**src/rtl/fxf_pkg.sv**
```systemverilog
// Package fxf_pkg
// Shared constants and types for the fixed-to-float encoder.
// Assumes the single-precision layout: 1 sign, 8 exponent, 23 fraction bits.
package fxf_pkg;

    localparam int EXP_W  = 8;
    localparam int MANT_W = 23;
    localparam int BIAS   = 127;

    // packed view of the output word, MSB first
    typedef struct packed {
        logic              sign;
        logic [EXP_W-1:0]  exp;
        logic [MANT_W-1:0] frac;
    } fp_word_t;

    typedef enum logic {
        ST_IDLE = 1'b0,
        ST_CALC = 1'b1
    } enc_state_t;

endpackage

```
**src/rtl/fxf_lead_one.sv**
```systemverilog
// Module fxf_lead_one
// Priority search for the most significant set bit of a vector.
// Assumes nothing about the input; pos is 0 and found is 0 when it is all zero.
module fxf_lead_one #(
    parameter int W  = 32,
    parameter int LW = $clog2(W)
) (
    input  logic [W-1:0]  vec,
    output logic [LW-1:0] pos,
    output logic          found
);

    // scan upward so the highest set bit is the last one written
    always_comb begin
        pos = '0;
        for (int i = 0; i < W; i++) begin
            if (vec[i]) pos = LW'(i);
        end
    end

    // any bit set at all
    assign found = |vec;

endmodule

```
**src/rtl/fxf_round_pack.sv**
```systemverilog
// Module fxf_round_pack
// Normalises a magnitude whose leading one sits at bit lead, rounds the
// kept fraction half up and packs sign, biased exponent and fraction.
// Assumes lead is the true leading-one position whenever nonzero is set
// and that FRAC_W does not exceed the bias.
module fxf_round_pack
    import fxf_pkg::*;
#(
    parameter int MAG_W  = 32,
    parameter int FRAC_W = 16,
    parameter int LW     = $clog2(MAG_W)
) (
    input  logic             sign,
    input  logic [MAG_W-1:0] mag,
    input  logic [LW-1:0]    lead,
    input  logic             nonzero,
    output fp_word_t         word
);

    localparam int EXT_W  = MAG_W + MANT_W + 1;
    localparam int EXP_OFS = BIAS - FRAC_W;

    logic [LW-1:0]     shamt;
    logic [MAG_W-1:0]  norm;
    logic [EXT_W-1:0]  ext;
    logic [MANT_W-1:0] kept;
    logic              rbit;
    logic [MANT_W:0]   rsum;
    logic [EXP_W:0]    exp_raw;

    // shift the leading one to the top bit
    always_comb begin
        shamt = LW'(MAG_W - 1) - lead;
        norm  = mag << shamt;
        ext   = {norm, {(MANT_W + 1){1'b0}}};
    end

    // split off kept fraction and the round bit, then round half up
    always_comb begin
        kept    = ext[EXT_W-2 -: MANT_W];
        rbit    = ext[EXT_W-2-MANT_W];
        rsum    = {1'b0, kept} + {{MANT_W{1'b0}}, rbit};
        exp_raw = (EXP_W+1)'(lead) + (EXP_W+1)'(EXP_OFS)
                + {{EXP_W{1'b0}}, rsum[MANT_W]};
    end

    // pack; a zero magnitude keeps only its sign
    always_comb begin
        word.sign = sign;
        if (nonzero) begin
            word.exp  = exp_raw[EXP_W-1:0];
            word.frac = rsum[MANT_W-1:0];
        end else begin
            word.exp  = '0;
            word.frac = '0;
        end
    end

endmodule

```
**src/rtl/fxf_encoder.sv**
```systemverilog
// Module fxf_encoder
// Two-cycle signed fixed-point to single-precision float converter.
// Cycle 1 registers the request and its leading-one position; cycle 2
// rounds, packs and pulses out_done. Requests arriving while busy are dropped.
// Assumes INT_W + FRAC_W <= 32 so the exponent never overflows 8 bits.
module fxf_encoder
    import fxf_pkg::*;
#(
    parameter int INT_W  = 16,
    parameter int FRAC_W = 16
) (
    input  logic                      clk,
    input  logic                      rst_n,
    input  logic                      in_valid,
    input  logic                      in_sign,
    input  logic [INT_W+FRAC_W-1:0]   in_mag,
    output logic                      out_done,
    output logic [31:0]               out_word
);

    localparam int MAG_W = INT_W + FRAC_W;
    localparam int LW    = $clog2(MAG_W);

    enc_state_t       state_q;
    logic             sign_q;
    logic [MAG_W-1:0] mag_q;
    logic [LW-1:0]    lead_q;
    logic             nz_q;
    logic [LW-1:0]    lead_d;
    logic             nz_d;
    fp_word_t         packed_w;

    // leading-one search on the incoming magnitude
    fxf_lead_one #(.W(MAG_W), .LW(LW)) u_lead (
        .vec   (in_mag),
        .pos   (lead_d),
        .found (nz_d)
    );

    // normalise, round and pack from the stage-1 registers
    fxf_round_pack #(.MAG_W(MAG_W), .FRAC_W(FRAC_W), .LW(LW)) u_pack (
        .sign    (sign_q),
        .mag     (mag_q),
        .lead    (lead_q),
        .nonzero (nz_q),
        .word    (packed_w)
    );

    // accept in idle, complete one cycle later
    always_ff @(posedge clk) begin
        if (!rst_n) begin
            state_q  <= ST_IDLE;
            sign_q   <= 1'b0;
            mag_q    <= '0;
            lead_q   <= '0;
            nz_q     <= 1'b0;
            out_done <= 1'b0;
            out_word <= '0;
        end else begin
            out_done <= 1'b0;
            case (state_q)
                ST_IDLE: begin
                    if (in_valid) begin
                        sign_q  <= in_sign;
                        mag_q   <= in_mag;
                        lead_q  <= lead_d;
                        nz_q    <= nz_d;
                        state_q <= ST_CALC;
                    end
                end
                default: begin
                    out_word <= packed_w;
                    out_done <= 1'b1;
                    state_q  <= ST_IDLE;
                end
            endcase
        end
    end

    // packed sign follows the captured request sign
    p_sign_r2: assert property (@(posedge clk) disable iff (!rst_n)
        (state_q == ST_CALC) |=> (out_word[31] == $past(sign_q)));

    // the stored position really is the top set bit
    p_lead_r4: assert property (@(posedge clk) disable iff (!rst_n)
        (state_q == ST_CALC && nz_q) |-> ((mag_q >> lead_q) == MAG_W'(1)));

    // nonzero results stay within the reachable exponent window
    p_exp_range_r4: assert property (@(posedge clk) disable iff (!rst_n)
        (out_done && out_word[30:0] != 31'd0) |->
        (out_word[30:23] >= 8'(BIAS - FRAC_W) &&
         out_word[30:23] <= 8'(BIAS - FRAC_W + MAG_W)));

    // zero magnitude yields zero exponent and fraction
    p_zero_r7: assert property (@(posedge clk) disable iff (!rst_n)
        (state_q == ST_CALC && !nz_q) |=> (out_word[30:0] == 31'd0));

    // done lasts a single cycle
    p_done_pulse_r8: assert property (@(posedge clk) disable iff (!rst_n)
        out_done |=> !out_done);

    // done follows a valid request two edges earlier
    p_done_lat_r8: assert property (@(posedge clk) disable iff (!rst_n)
        out_done |-> $past(in_valid, 2));

endmodule

```
**config.mk**
```make
export PLATFORM = sky130hd
export DESIGN_NAME = fxf_encoder
export DESIGN_NICKNAME = d
export VERILOG_FILES = /design/src/rtl/fxf_pkg.sv /design/src/rtl/fxf_lead_one.sv /design/src/rtl/fxf_round_pack.sv /design/src/rtl/fxf_encoder.sv
export SDC_FILE = /design/constraint.sdc
export NUM_CORES = 1
export LEC_CHECK = 0
export BUFFER_PORTS_ARGS = -buffer_cell sky130_fd_sc_hd__buf_2
export CORE_MARGIN = 2
export CORE_UTILIZATION = 56
export CTS_CLUSTER_DIAMETER = 100
export DETAILED_ROUTE_END_ITERATION = 16
export GPL_TIMING_DRIVEN = 0
export PLACE_DENSITY = 0.77
export SETUP_SLACK_MARGIN = 0.2
export SLEW_MARGIN = 20
export SYNTH_ARGS = -nofsm -noshare
export SYNTH_HDL_FRONTEND = slang
export SYNTH_HIERARCHICAL = 1
export SYNTH_SLANG_ARGS = --single-unit
```
**constraint.sdc**
```tcl
create_clock -name clk -period 3.85 [get_ports clk]
set_clock_uncertainty 0.05 [all_clocks]
set_input_delay 0.9625 -clock clk [delete_from_list [all_inputs] [get_ports clk]]
set_output_delay 0.9625 -clock clk [all_outputs]
set_load 0.005 [all_outputs]
```
# After elaboration in Yosys (flattened, before gate mapping)
# Index checks and enable logic that the tools add are counted.
[word_totals]
reg_bits = 73
in_bits = 36
output_inout_bits = 33
wordCells = 51
[op_classes]
addsub = 4
shifts = 1
n_mux = 34
bitwise_logic = 2
reduce_logical = 3
[op_table]
columns = ["op", "count"]
rows = [
  ["2-to-1 mux 5 bit", 16],
  ["2-to-1 mux 4 bit", 8],
  ["OR reduction 32 bit", 1],
  ["<< shifter 32 x 5 -> 31 bit", 1],
  ["2-to-1 mux 31 bit", 1],
  ["adder 23 x 1 -> 24 bit", 1],
  ["2-to-1 mux 3 bit", 4],
  ["adder 5 x 7 -> 8 bit, second input constant", 1],
  ["adder 8 x 1 -> 8 bit", 1],
  ["subtractor 5 bit, first input constant", 1],
  ["2-to-1 mux 2 bit", 2],
  ["2-to-1 mux 1 bit", 3],
  ["inverter 1 bit", 2],
  ["AND reduction 2 bit", 1],
  ["OR reduction 2 bit", 1],
]

# Longest topological paths before layout
[logic_depth]
depth_word = 31
depth_mapped = 20
depth_no_buf = 16

# Modules after synthesis
# Netlist, hierarchy kept.
[modules_own_cells]
columns = ["module", "n_inst", "cells_each", "area_each_um2", "seq_area_each_um2"]
rows = [
  ["fxf_round_pack", 1, 362, 3178.0, 0.0],
  ["fxf_encoder", 1, 278, 2832.7, 1461.4],
  ["fxf_lead_one", 1, 62, 366.6, 0.0],
]

# Worst setup path before layout
# Ideal clock, no wire load.
[synth_path]
kind = "reg2reg"
from = "register lead_q[2]"
to = "register out_word[27]"
arrival_ps = 3079
required_time_ps = 3684
slack_ps = 605
stages_incl_launch_ff = 20
cell_sequence = "dfxtp_1 > buf_4 > buf_6 > buf_4 > buf_4 > o32ai_1 > o21a_1 > ha_1 > and3_1 > buf_6 > nand4_1 > nor4_1 > nand4_1 > ha_1 > ha_1 > nand2_1 > xnor2_1 > nor2_1 > mux2i_1 > nor2b_1"
[synth_lines]
columns = ["item", "line", "source"]
rows = [
  ["start: declaration", "fxf_encoder.sv:27", "logic [LW-1:0] lead_q;"],
  ["start signal: assignment", "fxf_encoder.sv:66", "lead_q <= lead_d;"],
  ["end signal: assignment", "fxf_encoder.sv:72", "out_word <= packed_w;"],
  ["end: declaration", "fxf_encoder.sv:18", "output logic [31:0] out_word"],
]

==> flow_summary.toml <==
[run_status]
outcome = "complete, no violations"

[final_layout]
antenna_cells_inserted = 0
final_nets = 832
drive_gt1_frac = 0.334
fillerInstances = 901
area.growth.synth_to_final_pct = 19.8
post-route-util = 0.694

[synthesis]
synth.avg_cell_area_um2 = 9.08
netlist_area_um2 = 6340
ys_warn_count = 6
synth_nets = 738
synth_instances = 698

[detailed_routing]
drt_drc_violations_left = 0
ant_nets = 0
vias = 6079
via_per_instance_ratio = 6.49
route.final.wire_length_um = 20100
post_drt_wl_per_cell_um = 21.4
drt_first_iter_violations = 580
drt_first_pass_iters = 5

[global_route]
global_route.usage.total = 0.326
global_route_wire_length_before_repair_um = 31200
grt_busiest_layer = "met2"
antenna_violations_before_repair = 0
grt_util_met2 = 0.487
grt_util_met1 = 0.441
met3_track_demand_over_resource = 0.0686
grt_start_max_net_pins = 14
first_global_vias = 5797
globalRouteOverflowTotal = 0

[critical_path]
critPathRequiredTime_ns = 4.09
cp-start-kind = "flop"
worstPathMaxFanout = 10
cpMaxStageDelayCell = "sky130_fd_sc_hd__or3_4"
cpPeakStageDelay_ns = 0.45
critical_path.most_common_cell = "sky130_fd_sc_hd__buf_12"
crit_chain = "buf_12 -> buf_12 -> or2b_4 -> o22ai_2 -> o21a_1 -> o32ai_2 -> or3_4 -> nor4_4 -> nand4_1 -> ha_2 -> buf_4 -> a31o_2 -> a21oi_2 -> mux2i_1 -> nor2b_1"
crit_path_end_kind = "flop"
timing.critical_path.arrival_ns = 3.74
criticalPathCategory = "reg2reg"

[sta]
final_layout_worst_hold_slack_ns = 0.412
period_share = 0.909
final.setup.worst_slack_ns = 0.351
grt_setup_unrepaired = "true"
setup_viol = 0
timing.final.max_slew_violations = 0
timing_worst_slew_pin_value_ns = 0.720
finalHoldViolCount = 0
maxSlewHeadroom = 0.517
clock.fmax_ghz = 0.286
period_needed_ns = 3.50

[floorplanning]
die_area_um2 = 12200
io_pins = 69
core.rowCount = 38
die_y_um = 110
core-area_um2 = 10900
start_util = 0.580
floorplan.die.width_um = 110

[placed_design]
port_buffers = 67
dp_hpwl_um = 15100
place.gp.congestion = 0.994
dpl_worst_slack_ns = -0.273

[clock_network]
clkSlewWorstSetupHoldPaths_ns = 0.06
clock_sinks = 72
tritoncts = "done"
numCtsBuffers = 9
number_of_buffers_between_clock_root_and_the_deepest_sink = 2
clk_root_buffer_cell = "sky130_fd_sc_hd__clkbuf_16"
ctsHtreeMaxLevel = 3
worst_skew_pair.late_latency_ns = 0.35

[min_path]
timing.hold.worst.class = "reg2reg"

[job]
max_cap_violations = 0

[power_and_ir_drop]
ir_worst_vdd_uv = 298
finalPower_uw = 2550
areal_power_density_over_the_cells_nw_per_um2 = 336
total_leakage_power_uw = 0.00301
placed cells by master (no fill, tap or decap), drive strengths merged, types with 7 or more instances in the layout:
master,count
nor3b,7
a21oi,17
nor2,46
inv,13
o21ai,9
buf,125
nor4,10
nand3,18
dfxtp,72
and2,14
nor2b,38
nor3,15
mux2,24
clkbuf,20
o221ai,7
mux2i,98
nand2,111
mux4,35
stage by stage:
stage / cell area, um2 / std cells / TNS, ns
2_1_floorplan: 6340 / 698 / 0
3_3_place_gp: 6850 / 905 / -1.42
3_5_place_dp: 6850 / 905 / -0.936
4_1_cts: 7350 / 924 / 0
5_1_grt: 7590 / 937 / 0
6_report: 7590 / 937 / 0
state kept, by name, indices dropped and copies added, names as in the netlist:
name and cells:
lead_q 5, state_q 1, mag_q 31, out_word 32
out_done 1, sign_q 1, nz_q 1
critical path: cells and delay by family (launching register included):
kind | cells | cell delay [ns]
AND/OR/NAND/NOR | 5 | 1.27
AO/OA/AOI/OAI | 5 | 0.98
buffers and inverters | 3 | 0.45
flip-flops | 1 | 0.38
adder cells (fa/ha/maj) | 1 | 0.22
multiplexers | 1 | 0.09
where the power goes:
part / total, uW / leakage [uW] / internal (uW) / switching [uW]
clock: 971 / 0.000166 / 633 / 338
sequential: 836 / 0.000589 / 780 / 56.0
combinational: 748 / 0.00226 / 337 / 411
final cells by class:
class                      instances  area [um2]  area share
buffer                            53         487      0.0641
multi-input combinational        558        4620       0.609
timing repair buffer              83         455      0.0600
inverter                          15        63.8     0.00840
clock inverter                     7         120      0.0158
sequential                        72        1450       0.190
tap                              140         175      0.0231
clock buffer                       9         225      0.0297
metal layers:
metal / share of wire / vias to the layer above
met3: 0.096 / 63
met4: 0.042 / 0
li1: - / 2761
met5: 0 / -
met2: 0.45 / 329
met1: 0.41 / 2926
what timing repair did:
item	in CTS	in global routing
setup buffers	3	13
setup endpoints to repair	12	11
hold buffers	0	0
resized for setup	33	38
pin swaps	3	11
gates cloned	0	0
final timing paths:
| kind | from | slack (ns) | depth (start not counted) | endpoint |
|---|---|---|---|---|
| max | lead_q[1]$_SDFFE_PN0P_ | 0.35 | 15 | out_word[26]$_SDFFE_PN0P_ |
| min | mag_q[6]$_SDFFE_PN0P_ | 0.41 | 2 | mag_q[6]$_SDFFE_PN0P_ |
| max reg2reg | lead_q[1]$_SDFFE_PN0P_ | 0.35 | 15 | out_word[26]$_SDFFE_PN0P_ |
| min reg2reg | mag_q[6]$_SDFFE_PN0P_ | 0.41 | 2 | mag_q[6]$_SDFFE_PN0P_ |
(Power assumes the default switching activity.)
